[config.mk]
export PLATFORM = sky130hd
export DESIGN_NAME = rx_ring_engine
export DESIGN_NICKNAME = d
export VERILOG_FILES = /design/src/rtl/rxr_pkg.sv /design/src/rtl/rxr_desc_mem.sv /design/src/rtl/rxr_status.sv /design/src/rtl/rxr_engine.sv /design/src/rtl/rx_ring_engine.sv
export SDC_FILE = /design/constraint.sdc
export NUM_CORES = 1
export LEC_CHECK = 0
export BUFFER_PORTS_ARGS = -buffer_cell sky130_fd_sc_hd__clkbuf_2
export CORE_ASPECT_RATIO = 1.75
export CORE_MARGIN = 2
export CORE_UTILIZATION = 40
export DETAILED_ROUTE_END_ITERATION = 6
export GPL_TIMING_DRIVEN = 1
export PLACE_DENSITY_LB_ADDON = 0.3
export SETUP_SLACK_MARGIN = 0.4
export SYNTH_ARGS = -nofsm -noshare
export SYNTH_HDL_FRONTEND = slang
export SYNTH_SLANG_ARGS = --single-unit
[constraint.sdc]
create_clock -name clk -period 6.2 [get_ports clk]
set_clock_uncertainty 0.2 [all_clocks]
set_input_delay 1.24 -clock clk [delete_from_list [all_inputs] [get_ports clk]]
set_output_delay 1.24 -clock clk [all_outputs]
set_load 0.005 [all_outputs]
[src/rtl/rxr_pkg.sv]
package rxr_pkg;
    typedef enum logic [2:0] {
        ST_IDLE,
        ST_FETCH_CTL,
        ST_FETCH_SIZE,
        ST_WB_STAT,
        ST_WB_CTL
    } rxr_state_t;

    localparam int WSEL_STAT = 0;
    localparam int WSEL_CTL  = 1;
    localparam int WSEL_SIZE = 3;

    localparam int CTL_OWN = 31;
    localparam int CTL_INT = 30;
    localparam int SZ_LAST = 31;

    localparam int FLG_LONG  = 5;
    localparam int IST_DONE  = 6;
    localparam int IST_EMPTY = 7;
endpackage

[src/rtl/rxr_desc_mem.sv]
module rxr_desc_mem #(
    parameter int AW = 5
) (
    input  logic          clk,
    input  logic          a_we,
    input  logic [AW-1:0] a_addr,
    input  logic [31:0]   a_wdata,
    output logic [31:0]   a_rdata,
    input  logic          b_we,
    input  logic [AW-1:0] b_addr,
    input  logic [31:0]   b_wdata,
    output logic [31:0]   b_rdata
);
    localparam int NW = 1 << AW;

    logic [31:0] words [NW];

    always_ff @(posedge clk) begin
        if (a_we)
            words[a_addr] <= a_wdata;
        else if (b_we)
            words[b_addr] <= b_wdata;
    end

    assign a_rdata = words[a_addr];
    assign b_rdata = words[b_addr];
endmodule

[src/rtl/rxr_status.sv]
module rxr_status #(
    parameter int SW = 8
) (
    input  logic          clk,
    input  logic          rst_n,
    input  logic [SW-1:0] set_vec,
    input  logic          clr_we,
    input  logic [SW-1:0] clr_vec,
    input  logic          mask_we,
    input  logic [SW-1:0] mask_wdata,
    output logic [SW-1:0] ist,
    output logic          irq
);
    logic [SW-1:0] mask_q;
    logic [SW-1:0] clr_eff;

    assign clr_eff = clr_we ? clr_vec : '0;

    always_ff @(posedge clk or negedge rst_n) begin
        if (!rst_n) begin
            ist    <= '0;
            mask_q <= '0;
        end else begin
            ist <= (ist & ~clr_eff) | set_vec;
            if (mask_we)
                mask_q <= mask_wdata;
        end
    end

    assign irq = |(ist & mask_q);
endmodule

[src/rtl/rxr_engine.sv]
module rxr_engine
    import rxr_pkg::*;
#(
    parameter int IDXW = 3
) (
    input  logic            clk,
    input  logic            rst_n,
    input  logic            frm_valid,
    input  logic [15:0]     frm_len,
    input  logic [7:0]      frm_flags,
    output logic            frm_ready,
    output logic [IDXW+1:0] mem_addr,
    output logic            mem_we,
    output logic [31:0]     mem_wdata,
    input  logic [31:0]     mem_rdata,
    output logic            done_p,
    output logic            empty_p,
    output logic            done_last,
    output logic            int_req,
    output logic [IDXW-1:0] cur_idx
);
    rxr_state_t state, nxt;

    logic [15:0]     len_q;
    logic [7:0]      flg_q;
    logic [31:0]     ctl_q;
    logic [15:0]     bsz_q;
    logic            last_q;
    logic            over;
    logic [15:0]     wb_len;
    logic [7:0]      wb_flg;
    logic [1:0]      wsel;

    // state register
    always_ff @(posedge clk or negedge rst_n) begin
        if (!rst_n)
            state <= ST_IDLE;
        else
            state <= nxt;
    end

    // next-state logic
    always_comb begin
        nxt = state;
        unique case (state)
            ST_IDLE:       if (frm_valid) nxt = ST_FETCH_CTL;
            ST_FETCH_CTL:  nxt = mem_rdata[CTL_OWN] ? ST_FETCH_SIZE : ST_IDLE;
            ST_FETCH_SIZE: nxt = ST_WB_STAT;
            ST_WB_STAT:    nxt = ST_WB_CTL;
            ST_WB_CTL:     nxt = ST_IDLE;
            default:       nxt = ST_IDLE;
        endcase
    end

    // captured frame and descriptor fields, ring index
    always_ff @(posedge clk or negedge rst_n) begin
        if (!rst_n) begin
            len_q   <= '0;
            flg_q   <= '0;
            ctl_q   <= '0;
            bsz_q   <= '0;
            last_q  <= 1'b0;
            cur_idx <= '0;
        end else begin
            if (state == ST_IDLE && frm_valid) begin
                len_q <= frm_len;
                flg_q <= frm_flags;
            end
            if (state == ST_FETCH_CTL)
                ctl_q <= mem_rdata;
            if (state == ST_FETCH_SIZE) begin
                bsz_q  <= mem_rdata[15:0];
                last_q <= mem_rdata[SZ_LAST];
            end
            if (state == ST_WB_CTL)
                cur_idx <= last_q ? '0 : cur_idx + 1'b1;
        end
    end

    assign over   = len_q > bsz_q;
    assign wb_len = over ? bsz_q : len_q;
    assign wb_flg = flg_q | (over ? 8'(1 << FLG_LONG) : 8'h00);

    // outputs per state
    always_comb begin
        frm_ready = 1'b0;
        mem_we    = 1'b0;
        mem_wdata = '0;
        wsel      = 2'(WSEL_CTL);
        done_p    = 1'b0;
        empty_p   = 1'b0;
        done_last = 1'b0;
        int_req   = 1'b0;
        unique case (state)
            ST_IDLE:       frm_ready = 1'b1;
            ST_FETCH_CTL:  begin
                wsel    = 2'(WSEL_CTL);
                empty_p = ~mem_rdata[CTL_OWN];
            end
            ST_FETCH_SIZE: wsel = 2'(WSEL_SIZE);
            ST_WB_STAT:    begin
                wsel      = 2'(WSEL_STAT);
                mem_we    = 1'b1;
                mem_wdata = {8'h00, wb_flg, wb_len};
            end
            ST_WB_CTL:     begin
                wsel      = 2'(WSEL_CTL);
                mem_we    = 1'b1;
                mem_wdata = ctl_q & ~(32'd1 << CTL_OWN);
                done_p    = 1'b1;
                done_last = last_q;
                int_req   = ctl_q[CTL_INT];
            end
            default: ;
        endcase
        mem_addr = {cur_idx, wsel};
    end
endmodule

[src/rtl/rx_ring_engine.sv]
module rx_ring_engine
    import rxr_pkg::*;
#(
    parameter int NDESC = 8,
    parameter int AW    = $clog2(NDESC) + 2
) (
    input  logic          clk,
    input  logic          rst_n,
    input  logic          frm_valid,
    output logic          frm_ready,
    input  logic [15:0]   frm_len,
    input  logic [7:0]    frm_flags,
    input  logic          sw_we,
    input  logic [AW-1:0] sw_addr,
    input  logic [31:0]   sw_wdata,
    output logic [31:0]   sw_rdata,
    input  logic          ist_we,
    input  logic [7:0]    ist_wdata,
    input  logic          imask_we,
    input  logic [7:0]    imask_wdata,
    output logic [7:0]    ist,
    output logic          irq
);
    localparam int IDXW = AW - 2;

    logic [AW-1:0]   e_addr;
    logic            e_we;
    logic [31:0]     e_wdata;
    logic [31:0]     e_rdata;
    logic            done_p;
    logic            empty_p;
    logic            done_last;
    logic            int_req;
    logic [IDXW-1:0] cur_idx;
    logic [7:0]      set_vec;

    rxr_engine #(.IDXW(IDXW)) u_eng (
        .clk       (clk),
        .rst_n     (rst_n),
        .frm_valid (frm_valid),
        .frm_len   (frm_len),
        .frm_flags (frm_flags),
        .frm_ready (frm_ready),
        .mem_addr  (e_addr),
        .mem_we    (e_we),
        .mem_wdata (e_wdata),
        .mem_rdata (e_rdata),
        .done_p    (done_p),
        .empty_p   (empty_p),
        .done_last (done_last),
        .int_req   (int_req),
        .cur_idx   (cur_idx)
    );

    rxr_desc_mem #(.AW(AW)) u_mem (
        .clk     (clk),
        .a_we    (e_we),
        .a_addr  (e_addr),
        .a_wdata (e_wdata),
        .a_rdata (e_rdata),
        .b_we    (sw_we),
        .b_addr  (sw_addr),
        .b_wdata (sw_wdata),
        .b_rdata (sw_rdata)
    );

    always_comb begin
        set_vec            = '0;
        set_vec[IST_DONE]  = done_p & int_req;
        set_vec[IST_EMPTY] = empty_p;
    end

    rxr_status #(.SW(8)) u_stat (
        .clk        (clk),
        .rst_n      (rst_n),
        .set_vec    (set_vec),
        .clr_we     (ist_we),
        .clr_vec    (ist_wdata),
        .mask_we    (imask_we),
        .mask_wdata (imask_wdata),
        .ist        (ist),
        .irq        (irq)
    );
endmodule

Word level (Yosys, flattened, before mapping) --
Memories as Yosys holds them, arrays and structs flattened. Cells that the tools add are included.
Storage, ports and cells: register bits 94, RAM bits 1024, input bits 83, output and inout port bits 42, logic and storage cells 51, memories kept 1
Cells by class: add/sub/neg operators 1, $lt $le $gt $ge 1, equal/unequal tests 5, multiplexer cells 22, bitwise logic cells 7, reductions and logical operators 5
Memory list:
- u_mem.words | depth 32, width 32, rd ports 2, clocked after memory_dff 0, write ports 1, line rxr_desc_mem.sv:16 | logic [31:0] words [NW];
Operators by type and width (count):
- case mux 31 bit (2 select lines) | 1
- two-way mux 32 bit | 1
- OR reduction 32 bit | 1
- AND 8 bit | 2
- > comparator 16 bit | 1
- two-way mux 16 bit | 1
- bitwise OR 8 bit | 2
- case mux 3 bit (4 select lines) | 1
- two-way mux 1 bit | 11
- two-way mux 8 bit | 1
- inverter 8 bit | 1
- OR reduction 8 bit | 1
- == test 3 x 2 -> 1 bit, second input constant | 2
- two-way mux 3 bit | 2
- two-way mux 6 bit | 1
- two-way mux 5 bit | 1
- case mux 2 bit (2 select lines) | 1
- adder 3 x 1 -> 3 bit, second input constant | 1
- == test 3 x 1 -> 1 bit, second input constant | 1
- == test 3 bit, second input constant | 1
- logical NOT 3 bit | 1
- two-way mux 2 bit | 1
- != test 2 bit, second input constant | 1
- OR reduction 2 bit | 1
- other kinds (3) | 3

Longest topological paths before layout --
word-level depth 7, gate-level depth with buffers 11

Hierarchy --
A second synthesis with hierarchy kept.
Second synthesis, totals: cell total of the unflattened synthesis 3819, area total of the unflattened synthesis 53497.6 um^2
By module, submodules not included:
- rxr_desc_mem | times used 1, cells each 3436, area each 49007.0 um^2
- rxr_engine | times used 1, cells each 334, area each 3817.4 um^2
- rxr_status | times used 1, cells each 47, area each 663.1 um^2
- rx_ring_engine | times used 1, cells each 2, area each 10.0 um^2

Worst setup path after synthesis --
No wires, ideal clock.
path kind input port to output port, start input sw_addr[0], end output sw_rdata[0], arrival time 3.041 ns, slack 1.719 ns, stages 6, path buffers 2, cell sequence buf_2 buf_1 mux4_2 mux4_2 nand2_1 nand2_1
Between the ends: longest elaborated chain between the ends 1
RTL lines:
- start, declared | line rx_ring_engine.sv:14 | input logic [AW-1:0] sw_addr,
- memory (32 x 32 bit)
- end, declared | line rx_ring_engine.sv:16 | output logic [31:0] sw_rdata,
Every way passes these cells.

Worst setup path in the final report --
start input sw_addr[0], end output sw_rdata[15]
Same word-level chain as after synthesis.

==> results.py <==
metrics = {
    "layout": {
        "synthToLayoutAreaGrowth_pct": 13.03,
        "layout_common_cells": "1024 x edfxtp_1, 327 x mux4_2, 265 x nand2_1",
        "final_cell_count_no_fill": 4937,
        "nets": 3290,
        "final_common_cell": "edfxtp_1",
        "drive_gt1_frac": 0.2773,
    },
    "place": {
        "dp_hpwl_um": 96640,
        "place.gp.congestion": 0.8187,
        "io_buffers": 124,
        "dp_cells": 4735,
    },
    "setup_path": {
        "path_delay_family": "buffers and inverters",
        "endpoint_kind": "primary output",
        "cp_num_buf_inv": 3,
        "crit_path_cell_trace": "buf_8 -> buf_4 -> mux4_2 -> mux4_2 -> nand2_1 -> nand2_1 -> clkbuf_2",
        "slowest_stage": "buf_8",
        "path_max_fanout": 58,
        "regToRegEndpoint": "u_mem.words[6][1]",
        "critPathMaxStageDelay_ps": 570,
        "crit_type": "input pin to primary output",
        "r2r_start": "u_eng.state[1]",
        "crit_required_ps": 4760,
        "start_kind": "input pin",
        "r2r_setup_slack_ps": 1630,
        "ff2ff_path_depth": 6,
        "arrival_ps": 3840,
    },
    "detailed_routing": {
        "wl_per_cell_um": 33.52,
        "drc_errors": 0,
        "wl_um": 165500,
        "drtPass1Iterations": 5,
        "drtAntennaViolNets": 0,
        "vias": 31630,
        "drt_iter0_drc": 3666,
        "via_per_inst": 6.406,
    },
    "clock_network": {
        "htreeDepth": 3,
        "clkTransAtPathRegs_ps": 60,
        "post_cts_resized": 0,
        "postCtsHoldBufs": 0,
        "cts_sinks": 1118,
        "numCtsBuffers": 106,
        "postCtsSetupRepairBufs": 0,
        "cts_tree": "built",
        "cts-root-buf": "clkbuf_16",
        "cts_max_path_buffers": 3,
        "clk_latency_ps": 720,
    },
    "power_and_ir_drop": {
        "p_int_w": 0.01543,
        "p_per_area_nw_per_um2": 405.2,
        "p_leak_nw": 19.00,
        "p_seq_frac": 0.430,
        "switchingPower_w": 0.007761,
        "clock_power_share": 0.286,
        "irDropWorstVdd_mv": 0.3432,
        "pwr-share-comb": 0.285,
        "swShare": 0.3346,
    },
    "flow_run": {
        "drv_cap": 0,
    },
    "yosys": {
        "avgSynthCellArea_um2": 16.38,
        "async_reset_ff_frac": 0.08408,
        "synth_area_um2": 50640,
        "postSynthNetCount": 3191,
        "synth-edff-count": 1024,
        "ys_seq_elements": 1118,
        "synth_flop_cell": "edfxtp_1",
        "yosysUniqueCellTypes": 59,
        "synth_cells": 3091,
        "ys_seq_area_frac": 0.6536,
        "yosysWarningCount": 0,
    },
    "worst_hold_path": {
        "holdPathEnd": "u_eng.ctl_q[29]",
        "holdCritStartpoint": "u_eng.ctl_q[29]",
        "hold_path_depth": 2,
        "hold_path_class": "register to register",
    },
    "timing": {
        "relSlewSlack": 0.1614,
        "fmax_mhz": 189.4,
        "finalSetupViolations": 0,
        "finalCriticalPeriod_ps": 5280,
        "tightest_slew_ps": 1255,
        "finalHoldViolCount": 0,
        "post-route-period-util": 0.8516,
        "final_max_slew_viol_count": 0,
        "rsz0062_at_grt": "no",
        "fin_setup_tns_ps": 0,
        "hold_ws_ps": 297.1,
    },
    "floorplan": {
        "num_rows": 172,
        "start_util": 0.4030,
        "die_width_um": 273.0,
        "core_um2": 125700,
        "ios": 125,
        "dieArea_um2": 129600,
        "die_y_um": 474.7,
    },
    "status": {
        "outcome": "finished clean",
    },
    "global_routing": {
        "grt_start_max_net_pins": 94,
        "grt_pass1_vias": 31790,
        "grt.overflow.total": 0,
        "grt_pass1_wl_um": 231800,
        "antenna_found_initial": 4,
        "grt_use_total": 0.2539,
    },
}
final cells by class:
cell class	count	area, um^2
Clock buffer	145	2943
Tap cell	1653	2068
Timing Repair Buffer	235	1785
Antenna cell	2	5.005
Clock inverter	55	578.1
Inverter	28	110.1
Multi-Input combinational cell	1701	16650
Sequential cell	1118	33110
Fill cell	10940	68440
layer usage:
layer | vias up | global-route usage | share of wire
met4 | 2 | 0.1230 | 0.050
met1 | 16650 | 0.3164 | 0.36
met5 | - | 0 | 0.000079
li1 | 12730 | - | -
met2 | 1844 | 0.4325 | 0.50
met3 | 398 | 0.03814 | 0.085
through the flow:
step | setup WS (ps) | total power [W] | utilization | cell area [um^2]
after global routing | 808.0 | 0.02397 | 0.4555 | 57240
final | 919.9 | 0.02319 | 0.4555 | 57240
after CTS | 893.1 | 0.02321 | 0.4554 | 57240
after global placement | 899.4 | 0.01657 | 0.4274 | 53720
after detailed placement | 890.8 | 0.01667 | 0.4274 | 53720
after floorplan | 1719 | 0.01419 | - | 50640
cells in the mapped netlist (all sizes together) (8+ instances only):
cell | count | share of area
o41ai | 15 | 0.0026
mux4 | 327 | 0.15
a32o | 14 | 0.0028
a2111oi | 13 | 0.0037
nor3 | 128 | 0.013
edfxtp | 1024 | 0.61
dfrtp | 94 | 0.046
a211o | 14 | 0.0024
o21ai | 152 | 0.015
mux2 | 107 | 0.024
nand2 | 268 | 0.020
inv | 27 | 0.0020
ha | 17 | 0.0042
a211oi | 63 | 0.0094
buf | 154 | 0.016
a22oi | 21 | 0.0031
a22o | 8 | 0.0014
nand3 | 62 | 0.0061
clkbuf | 90 | 0.0067
and3 | 15 | 0.0019
a21oi | 74 | 0.0073
nor2 | 90 | 0.0069
a31oi | 37 | 0.0046
nand2b | 18 | 0.0022
a221oi | 15 | 0.0026
mux2i | 161 | 0.032
o22ai | 29 | 0.0036
power groups by stage:
stage | combinational, W | sequential, W | clock [W]
floorplan | 0.00432 | 0.00986 | 0
global placement | 0.00648 | 0.0101 | 0
detailed placement | 0.00657 | 0.0101 | 0
CTS | 0.00657 | 0.00995 | 0.00669
global route | 0.00700 | 0.0100 | 0.00695
finish | 0.00660 | 0.00996 | 0.00663
registers in the layout, indices dropped and copies added (netlist names):
signal         flops
u_mem.words     1024
u_eng.ctl_q       31
u_eng.bsz_q       16
u_eng.len_q       16
u_eng.flg_q        8
u_stat.ist         8
u_stat.mask_q      8
u_eng.cur_idx      3
u_eng.state        3
u_eng.last_q       1
worst min-delay path: cells and delay by family, from the launching register on:
family | cells | cell delay, ps
compound gates | 1 | 50
simple gates | 1 | 50
flops | 1 | 360
worst max-delay path by stage:
stage / startpoint / to / slack (ps) / depth (start not counted)
6_report: sw_addr[0] / sw_rdata[15] / 920 / 7
5_1_grt: sw_addr[0] / sw_rdata[8] / 810 / 7
4_1_cts: sw_addr[0] / sw_rdata[8] / 890 / 7
3_5_place_dp: sw_addr[0] / sw_rdata[8] / 890 / 7
3_3_place_gp: sw_addr[0] / sw_rdata[8] / 900 / 7
2_1_floorplan: sw_addr[0] / sw_rdata[0] / 1720 / 6
logic make-up (layout without fill, tap and decap cells):
group,after synthesis,after routing,share of synthesized area
AOI/OAI and AO/OA,484,484,0.06327
adders and majority gates,17,17,0.004200
buffers and inverters,272,463,0.02485
DFF,1118,1118,0.6536
muxes,595,595,0.2010
other,0,2,0
and+or+nand+nor,605,605,0.05302
No activity file was read; power rests on OpenSTA's default activity.
